===== src/rtl/mixer_pkg.sv =====
package mixer_pkg;

  typedef struct packed {
    logic inv0;
    logic inv1;
    logic rnd;
    logic accum;
    logic chain;
  } mix_ctl_t;

  localparam mix_ctl_t MIX_CTL_IDLE = '{inv0: 1'b0, inv1: 1'b0, rnd: 1'b0,
                                        accum: 1'b0, chain: 1'b0};

endpackage


===== src/rtl/mix_delay_line.sv =====
module mix_delay_line #(
  parameter int W    = 12,
  parameter int TAPS = 16,
  parameter int SELW = 4
) (
  input  logic            clk,
  input  logic            rst,
  input  logic            cke,
  input  logic [W-1:0]    din,
  input  logic [SELW-1:0] sel,
  output logic [W-1:0]    dout
);

  logic [W-1:0] stg [TAPS];

  always_ff @(posedge clk) begin
    if (rst) begin
      for (int i = 0; i < TAPS; i++) stg[i] <= '0;
    end else if (cke) begin
      stg[0] <= din;
      for (int i = 1; i < TAPS; i++) stg[i] <= stg[i-1];
    end
  end

  // tap k holds the operand captured k+1 edges ago
  assign dout = stg[sel];

endmodule


===== src/rtl/mix_product.sv =====
module mix_product #(
  parameter int W = 12
) (
  input  logic           clk,
  input  logic           rst,
  input  logic [W-1:0]   a,
  input  logic [W-1:0]   b,
  output logic [2*W-1:0] p
);

  logic [2*W-1:0] a_x, b_x;

  // sign-extend both, keep the low 2W bits: equals the signed product
  assign a_x = {{W{a[W-1]}}, a};
  assign b_x = {{W{b[W-1]}}, b};

  always_ff @(posedge clk) begin
    if (rst) p <= '0;
    else     p <= a_x * b_x;
  end

endmodule


===== src/rtl/mix_accum.sv =====
module mix_accum
  import mixer_pkg::*;
#(
  parameter int PRW  = 24,
  parameter int WINW = 16
) (
  input  logic            clk,
  input  logic            rst,
  input  logic [PRW-1:0]  p0,
  input  logic [PRW-1:0]  p1,
  input  mix_ctl_t        ctl,
  input  logic [WINW-1:0] chain,
  output logic [PRW-1:0]  acc
);

  localparam int RBIT = PRW - WINW - 1;

  logic [PRW-1:0] t0, t1, t_chain, t_rnd, t_base, nxt;

  always_comb begin
    t0      = ctl.inv0  ? (~p0 + 1'b1) : p0;
    t1      = ctl.inv1  ? (~p1 + 1'b1) : p1;
    t_chain = ctl.chain ? {{(PRW-WINW){chain[WINW-1]}}, chain} : '0;
    t_rnd   = ctl.rnd   ? (PRW'(1) << RBIT) : '0;
    t_base  = ctl.accum ? acc : '0;
    nxt     = t_base + t0 + t1 + t_chain + t_rnd;
  end

  always_ff @(posedge clk) begin
    if (rst) acc <= '0;
    else     acc <= nxt;
  end

endmodule


===== src/rtl/mix_window.sv =====
module mix_window #(
  parameter int PRW  = 24,
  parameter int WINW = 16
) (
  input  logic            clk,
  input  logic            rst,
  input  logic [PRW-1:0]  acc,
  input  logic            hi_sel,
  input  logic            oe,
  output logic [WINW-1:0] word,
  output logic            vld
);

  logic sel_q;

  always_ff @(posedge clk) begin
    if (rst) sel_q <= 1'b0;
    else     sel_q <= hi_sel;
  end

  always_comb begin
    word = '0;
    if (oe) word = sel_q ? acc[PRW-1 -: WINW] : acc[WINW-1:0];
  end

  assign vld = oe;

endmodule


===== src/rtl/dual_mixer_core.sv =====
module dual_mixer_core
  import mixer_pkg::*;
#(
  parameter int OPW  = 12,
  parameter int TAPS = 16,
  parameter int WINW = 16,
  localparam int CODEW = (TAPS > 1) ? $clog2(TAPS) : 1,
  localparam int PRW   = 2 * OPW
) (
  input  logic             clk,
  input  logic             rst,
  input  logic [OPW-1:0]   op_a,
  input  logic [OPW-1:0]   op_b,
  input  logic [OPW-1:0]   op_c,
  input  logic [OPW-1:0]   op_d,
  input  logic [CODEW-1:0] lag_a,
  input  logic [CODEW-1:0] lag_b,
  input  logic [CODEW-1:0] lag_c,
  input  logic [CODEW-1:0] lag_d,
  input  logic             cke_a,
  input  logic             cke_b,
  input  logic             cke_c,
  input  logic             cke_d,
  input  logic             inv_p0,
  input  logic             inv_p1,
  input  logic             round_en,
  input  logic             accum_en,
  input  logic             chain_en,
  input  logic [WINW-1:0]  chain_in,
  input  logic             hi_word,
  input  logic             out_en,
  output logic [WINW-1:0]  out_word,
  output logic             out_vld
);

  localparam int NPORT = 4;
  localparam int NPROD = NPORT / 2;

  logic [OPW-1:0]   op_v  [NPORT];
  logic [CODEW-1:0] lag_v [NPORT];
  logic             cke_v [NPORT];
  logic [OPW-1:0]   tap   [NPORT];
  logic [PRW-1:0]   prod  [NPROD];
  logic [PRW-1:0]   acc_val;
  mix_ctl_t         ctl_d, ctl_q;
  logic [WINW-1:0]  chain_q;

  assign op_v[0]  = op_a;  assign op_v[1]  = op_b;
  assign op_v[2]  = op_c;  assign op_v[3]  = op_d;
  assign lag_v[0] = lag_a; assign lag_v[1] = lag_b;
  assign lag_v[2] = lag_c; assign lag_v[3] = lag_d;
  assign cke_v[0] = cke_a; assign cke_v[1] = cke_b;
  assign cke_v[2] = cke_c; assign cke_v[3] = cke_d;

  generate
    for (genvar g = 0; g < NPORT; g++) begin : g_port
      mix_delay_line #(.W(OPW), .TAPS(TAPS), .SELW(CODEW)) u_dl (
        .clk (clk),
        .rst (rst),
        .cke (cke_v[g]),
        .din (op_v[g]),
        .sel (lag_v[g]),
        .dout(tap[g])
      );
    end
    for (genvar m = 0; m < NPROD; m++) begin : g_mul
      mix_product #(.W(OPW)) u_mul (
        .clk(clk),
        .rst(rst),
        .a  (tap[2*m]),
        .b  (tap[2*m+1]),
        .p  (prod[m])
      );
    end
  endgenerate

  always_comb begin
    ctl_d       = MIX_CTL_IDLE;
    ctl_d.inv0  = inv_p0;
    ctl_d.inv1  = inv_p1;
    ctl_d.rnd   = round_en;
    ctl_d.accum = accum_en;
    ctl_d.chain = chain_en;
  end

  // controls travel alongside the products they act on
  always_ff @(posedge clk) begin
    if (rst) begin
      ctl_q   <= MIX_CTL_IDLE;
      chain_q <= '0;
    end else begin
      ctl_q   <= ctl_d;
      chain_q <= chain_in;
    end
  end

  mix_accum #(.PRW(PRW), .WINW(WINW)) u_acc (
    .clk  (clk),
    .rst  (rst),
    .p0   (prod[0]),
    .p1   (prod[1]),
    .ctl  (ctl_q),
    .chain(chain_q),
    .acc  (acc_val)
  );

  mix_window #(.PRW(PRW), .WINW(WINW)) u_win (
    .clk   (clk),
    .rst   (rst),
    .acc   (acc_val),
    .hi_sel(hi_word),
    .oe    (out_en),
    .word  (out_word),
    .vld   (out_vld)
  );

endmodule


===== config.mk =====
export PLATFORM = sky130hd
export DESIGN_NAME = dual_mixer_core
export DESIGN_NICKNAME = d
export VERILOG_FILES = /design/src/rtl/mixer_pkg.sv /design/src/rtl/mix_delay_line.sv /design/src/rtl/mix_product.sv /design/src/rtl/mix_accum.sv /design/src/rtl/mix_window.sv /design/src/rtl/dual_mixer_core.sv
export SDC_FILE = /design/constraint.sdc
export NUM_CORES = 2
export LEC_CHECK = 0
export BUFFER_PORTS_ARGS = -buffer_cell sky130_fd_sc_hd__buf_4
export CAP_MARGIN = 10
export CORE_ASPECT_RATIO = 0.75
export CORE_UTILIZATION = 58
export CTS_CLUSTER_DIAMETER = 80
export DETAILED_ROUTE_END_ITERATION = 10
export PLACE_DENSITY = 0.9
export REMOVE_ABC_BUFFERS = 1
export SLEW_MARGIN = 25
export SYNTH_ARGS = -nofsm -noshare
export SYNTH_HDL_FRONTEND = slang
export SYNTH_SLANG_ARGS = --single-unit

===== constraint.sdc =====
create_clock -name clk -period 7.3 [get_ports clk]
set_input_delay 0.73 -clock clk [delete_from_list [all_inputs] [get_ports clk]]
set_output_delay 0.73 -clock clk [all_outputs]
set_load 0.01 [all_outputs]

==> impl_metrics.prom <==
# TYPE chip_impl_metric gauge
chip_impl_info{name="status",value="complete, no violations"} 1
chip_impl_metric{name="ir_drop",unit="mV"} 0.2305
chip_impl_metric{name="wl_per_cell",unit="um"} 19.82
chip_impl_metric{name="final.period_utilization",unit="%"} 91.83
chip_impl_metric{name="max_freq",unit="MHz"} 149.2
chip_impl_info{name="clk_root_buffer_cell",value="sky130_fd_sc_hd__clkbuf_16"} 1
chip_impl_metric{name="reg2regPathDepth",unit=""} 20
chip_impl_metric{name="worst-endpoint-arrival",unit="ps"} 7280
chip_impl_metric{name="tritoncts_num_sinks",unit=""} 862
chip_impl_info{name="rsz0062_at_grt",value="false"} 1
chip_impl_metric{name="die-height",unit="um"} 258.5
chip_impl_metric{name="power_density_normalized_to_cell_area",unit="mW/mm^2"} 304.8
chip_impl_metric{name="first_pass_grt_wire_length",unit="um"} 164900
chip_impl_metric{name="core_area",unit="mm^2"} 0.08634
chip_impl_metric{name="vias",unit=""} 29317
chip_impl_metric{name="fin_skew",unit="ps"} 33.93
chip_impl_metric{name="avgViaCountPerCell",unit=""} 5.732
chip_impl_metric{name="detailedRoute.firstIterationViolations",unit=""} 2818
chip_impl_metric{name="ctsLongestPathBuffers",unit=""} 3
chip_impl_metric{name="period_minus_slack",unit="ps"} 6703
chip_impl_metric{name="crit_required",unit="ps"} 7880
chip_impl_info{name="endpoint_kind",value="flop"} 1
chip_impl_metric{name="portbufs",unit=""} 109
chip_impl_metric{name="clk_latency_worst_skew_pair",unit="ps"} 650
chip_impl_metric{name="drv_cap",unit=""} 0
chip_impl_metric{name="cellLeakagePower",unit="nW"} 22.96
chip_impl_metric{name="syn_inst",unit=""} 3850
chip_impl_metric{name="final_setup_vio_count",unit=""} 0
chip_impl_metric{name="drcViolationCount",unit=""} 0
chip_impl_metric{name="detail_route.first_pass.iterations",unit=""} 5
chip_impl_metric{name="grt_pass1_vias",unit=""} 30584
chip_impl_metric{name="area_growth",unit="%"} 9.632
chip_impl_metric{name="final_hold_slack",unit="ps"} 311.5
chip_impl_metric{name="setup_total_negative_slack",unit="ps"} 0
chip_impl_metric{name="grt_antenna_before_repair",unit=""} 0
chip_impl_metric{name="ff_latch_area",unit="mm^2"} 0.02494
chip_impl_metric{name="drive_gt1_share",unit="%"} 14.19
chip_impl_metric{name="async_reset_ff_share",unit="%"} 0
chip_impl_metric{name="slew_violations",unit=""} 0
chip_impl_metric{name="final_antenna_net_count",unit=""} 0
chip_impl_metric{name="grt_usage",unit="%"} 23.52
chip_impl_metric{name="gr-total-overflow",unit=""} 0
chip_impl_metric{name="clk_pin_slew",unit="ps"} 60
chip_impl_metric{name="critical_path.max_fanout",unit=""} 12
chip_impl_metric{name="synth_warnings",unit=""} 0
chip_impl_metric{name="ctsHoldBuffers",unit=""} 0
chip_impl_metric{name="postCtsSetupRepairBufs",unit=""} 0
chip_impl_metric{name="syn_area",unit="mm^2"} 0.05087
chip_impl_info{name="netlist.top_cell.by_area",value="sky130_fd_sc_hd__edfxtp_1"} 1
chip_impl_metric{name="synth_sequential_area_ratio",unit="%"} 49.04
chip_impl_metric{name="die_area",unit="mm^2"} 0.08890
chip_impl_metric{name="yosysTopAreaCellShare",unit="%"} 45.34
chip_impl_metric{name="yosysUniqueCellTypes",unit=""} 54
chip_impl_metric{name="layout.nets",unit=""} 4474
chip_impl_metric{name="cts_inserted_buffers",unit=""} 84
chip_impl_metric{name="routed_wl",unit="um"} 101400
chip_impl_metric{name="start_util",unit="%"} 58.92
chip_impl_metric{name="slew_headroom",unit="%"} 25.66
chip_impl_metric{name="insertedDiodeCount",unit=""} 0
chip_impl_metric{name="num_io_pins",unit=""} 110
chip_impl_metric{name="slew_at_the_pin_closest_to_its_max_slew_limit",unit="ps"} 1115
chip_impl_metric{name="fill_cells",unit=""} 5943
chip_impl_info{name="critPathKind",value="input pin to flop"} 1
chip_impl_metric{name="hpwl_detailed",unit="um"} 69190
chip_impl_metric{name="grt_start_max_net_pins",unit=""} 193
chip_impl_metric{name="syn-mean-instance-area",unit="um^2"} 13.21
chip_impl_metric{name="area_taken_by_multi_input_logic_gates",unit="mm^2"} 0.02363
chip_impl_metric{name="dpl.cell_count",unit=""} 4965
chip_impl_metric{name="h-tree-depth",unit=""} 3
chip_impl_metric{name="worstHoldPathCells",unit=""} 2
chip_impl_info{name="synth_top_flop_cell",value="sky130_fd_sc_hd__edfxtp_1"} 1
chip_impl_metric{name="synth_seq_cells",unit=""} 862
chip_impl_metric{name="std_cell_rows",unit=""} 93
chip_impl_info{name="critical_path.startpoint_type",value="input pin"} 1
chip_impl_info{name="min-delay-path-class",value="input pin to flop"} 1
chip_impl_metric{name="instances_no_fill",unit=""} 5115
chip_impl_metric{name="synth_edf_count",unit=""} 768
chip_impl_metric{name="timing_hold_violations_final",unit=""} 0
chip_impl_info{name="tritoncts",value="built"} 1
chip_impl_metric{name="cts_repair_resize_count",unit=""} 0
chip_impl_metric{name="width_of_the_chip",unit="um"} 344.0
chip_impl_metric{name="gpl.final_weighted_congestion",unit=""} 0.9254
chip_impl_info{name="synth_area_leaders",value="sky130_fd_sc_hd__edfxtp_1, sky130_fd_sc_hd__fa_1, sky130_fd_sc_hd__mux4_2, sky130_fd_sc_hd__and2_1, sky130_fd_sc_hd__nor2b_1"} 1
==> logic make-up (layout without fill, tap and decap cells) <==
logic type                 count (synthesis)  count (layout)  synth area share (%)
buffers and inverters                    617             742                 4.592
AOI/OAI and AO/OA                        169             169                 2.155
adders and majority gates                470             470                 16.33
muxes                                    268             268                 10.98
DFF                                      862             862                 49.04
xor gates and xnor gates                 103             103                 1.773
and+or+nand+nor                         1361            1361                 15.13
==> final timing paths <==
| check | startpoint | slack, ps | endpoint |
|---|---|---|---|
| worst max-delay path | lag_b[0] | 600 | g_mul[0].u_mul.p[23] |
| worst min-delay path | chain_in[3] | 310 | chain_q[3] |
| worst max register to register | g_port[1].u_dl.stg[7][5] | 710 | g_mul[0].u_mul.p[23] |
| worst min register to register | g_port[2].u_dl.stg[4][11] | 540 | g_port[2].u_dl.stg[5][11] |
==> layout by cell type (no fill, tap or decap), drive strengths merged, types with 5 or more instances in the layout <==
cell    synthesis  final
edfxtp        768    768
and2          554    554
inv           412    416
nor2b         379    379
fa            323    323
mux4          231    231
nand2         209    209
buf            29    180
ha            147    147
nor2          113    113
clkbuf        176    103
dfxtp          94     94
xnor2          59     59
o21ai          55     55
xor2           44     44
clkinv          0     35
mux2i          27     27
nand2b         27     27
a21oi          27     27
nor3           18     18
or3            18     18
a21o           16     16
o31ai          15     15
a211oi         13     13
nand3          12     12
mux2           10     10
o21a           10     10
or2            10     10
or4             9      9
a31oi           7      7
and3            6      6
o21bai          5      5
o41ai           5      5
bufinv          0      5
==> state kept, by name, summed over array words and instances, names as in the netlist <==
name	count
chain_q	16
u_win.sel_q	1
u_acc.acc	24
g_mul.u_mul.p	48
g_port.u_dl.stg	768
ctl_q	5
==> critical path, cell delays in order <==
cell and delay, ps:
sky130_fd_sc_hd__buf_4 120, sky130_fd_sc_hd__buf_4 260, sky130_fd_sc_hd__mux4_2 570, sky130_fd_sc_hd__mux4_2 670
sky130_fd_sc_hd__nand2_1 170, sky130_fd_sc_hd__fa_1 450, sky130_fd_sc_hd__fa_1 520, sky130_fd_sc_hd__inv_1 60
sky130_fd_sc_hd__fa_1 490, sky130_fd_sc_hd__fa_1 500, sky130_fd_sc_hd__inv_1 50, sky130_fd_sc_hd__fa_1 490
sky130_fd_sc_hd__inv_1 50, sky130_fd_sc_hd__ha_1 290, sky130_fd_sc_hd__a21o_1 180, sky130_fd_sc_hd__nand2b_1 160
sky130_fd_sc_hd__o211ai_1 360, sky130_fd_sc_hd__a211oi_1 180, sky130_fd_sc_hd__o31ai_1 320, sky130_fd_sc_hd__a211oi_1 140
sky130_fd_sc_hd__or3_1 380, sky130_fd_sc_hd__a21oi_1 140
==> metrics by stage <==
| stage | instance area, um^2 | worst slack, ps | util, % | total power (W) |
|---|---|---|---|---|
| after floorplan | 50080 | 535.2 | - | 0.01106 |
| after global placement | 53080 | 139.8 | 61.48 | 0.01243 |
| after detailed placement | 53110 | 49.01 | 61.51 | 0.01272 |
| after CTS | 55770 | 678.8 | 64.59 | 0.01704 |
| after global routing | 55770 | 402.4 | 64.59 | 0.01817 |
| final | 55770 | 596.6 | 64.59 | 0.01700 |
==> synthesized netlist by cell type, drive strengths merged, types with 2 or more instances <==
cell type,number
a21oi,27
xor2,44
ha,147
a2111oi,2
or3,18
nand2b,27
o41ai,5
nor3,18
fa,323
edfxtp,768
and2,554
nor2,113
xnor2,59
a31oi,7
o2111ai,2
a211oi,13
nor4,2
nand3,12
mux2,10
o31ai,15
nand2,209
clkbuf,176
inv,412
o21bai,5
o21ai,55
o211ai,3
or2,10
mux4,231
and3,6
a21o,16
buf,29
dfxtp,94
a31o,2
nor2b,379
o21a,10
mux2i,27
nand4,3
or4,9
==> power by group <==
part	switching (W)	leakage, nW	internal (W)	total (W)
clock network	0.00191	1.30	0.00236	0.00427
registers	0.000301	9.26	0.00588	0.00619
logic	0.00366	12.4	0.00289	0.00655
==> area by class of cell <==
cell class	instances	share of cell area [%]
Timing Repair Buffer	180	2.809
Tap cell	1140	2.558
Clock inverter	47	0.7898
Inverter	412	2.773
Multi-Input combinational cell	2371	42.37
Sequential cell	862	44.73
Clock buffer	103	3.973
==> metal layers <==
metal	GRT usage [%]	vias up	routed length (um)
met3	5.150	142	8106
li1	-	13152	-
met1	34.72	14907	44320
met4	5.801	0	2137
met2	35.85	1116	46840
met5	0	-	0
Power figures use the tool's default switching activity.
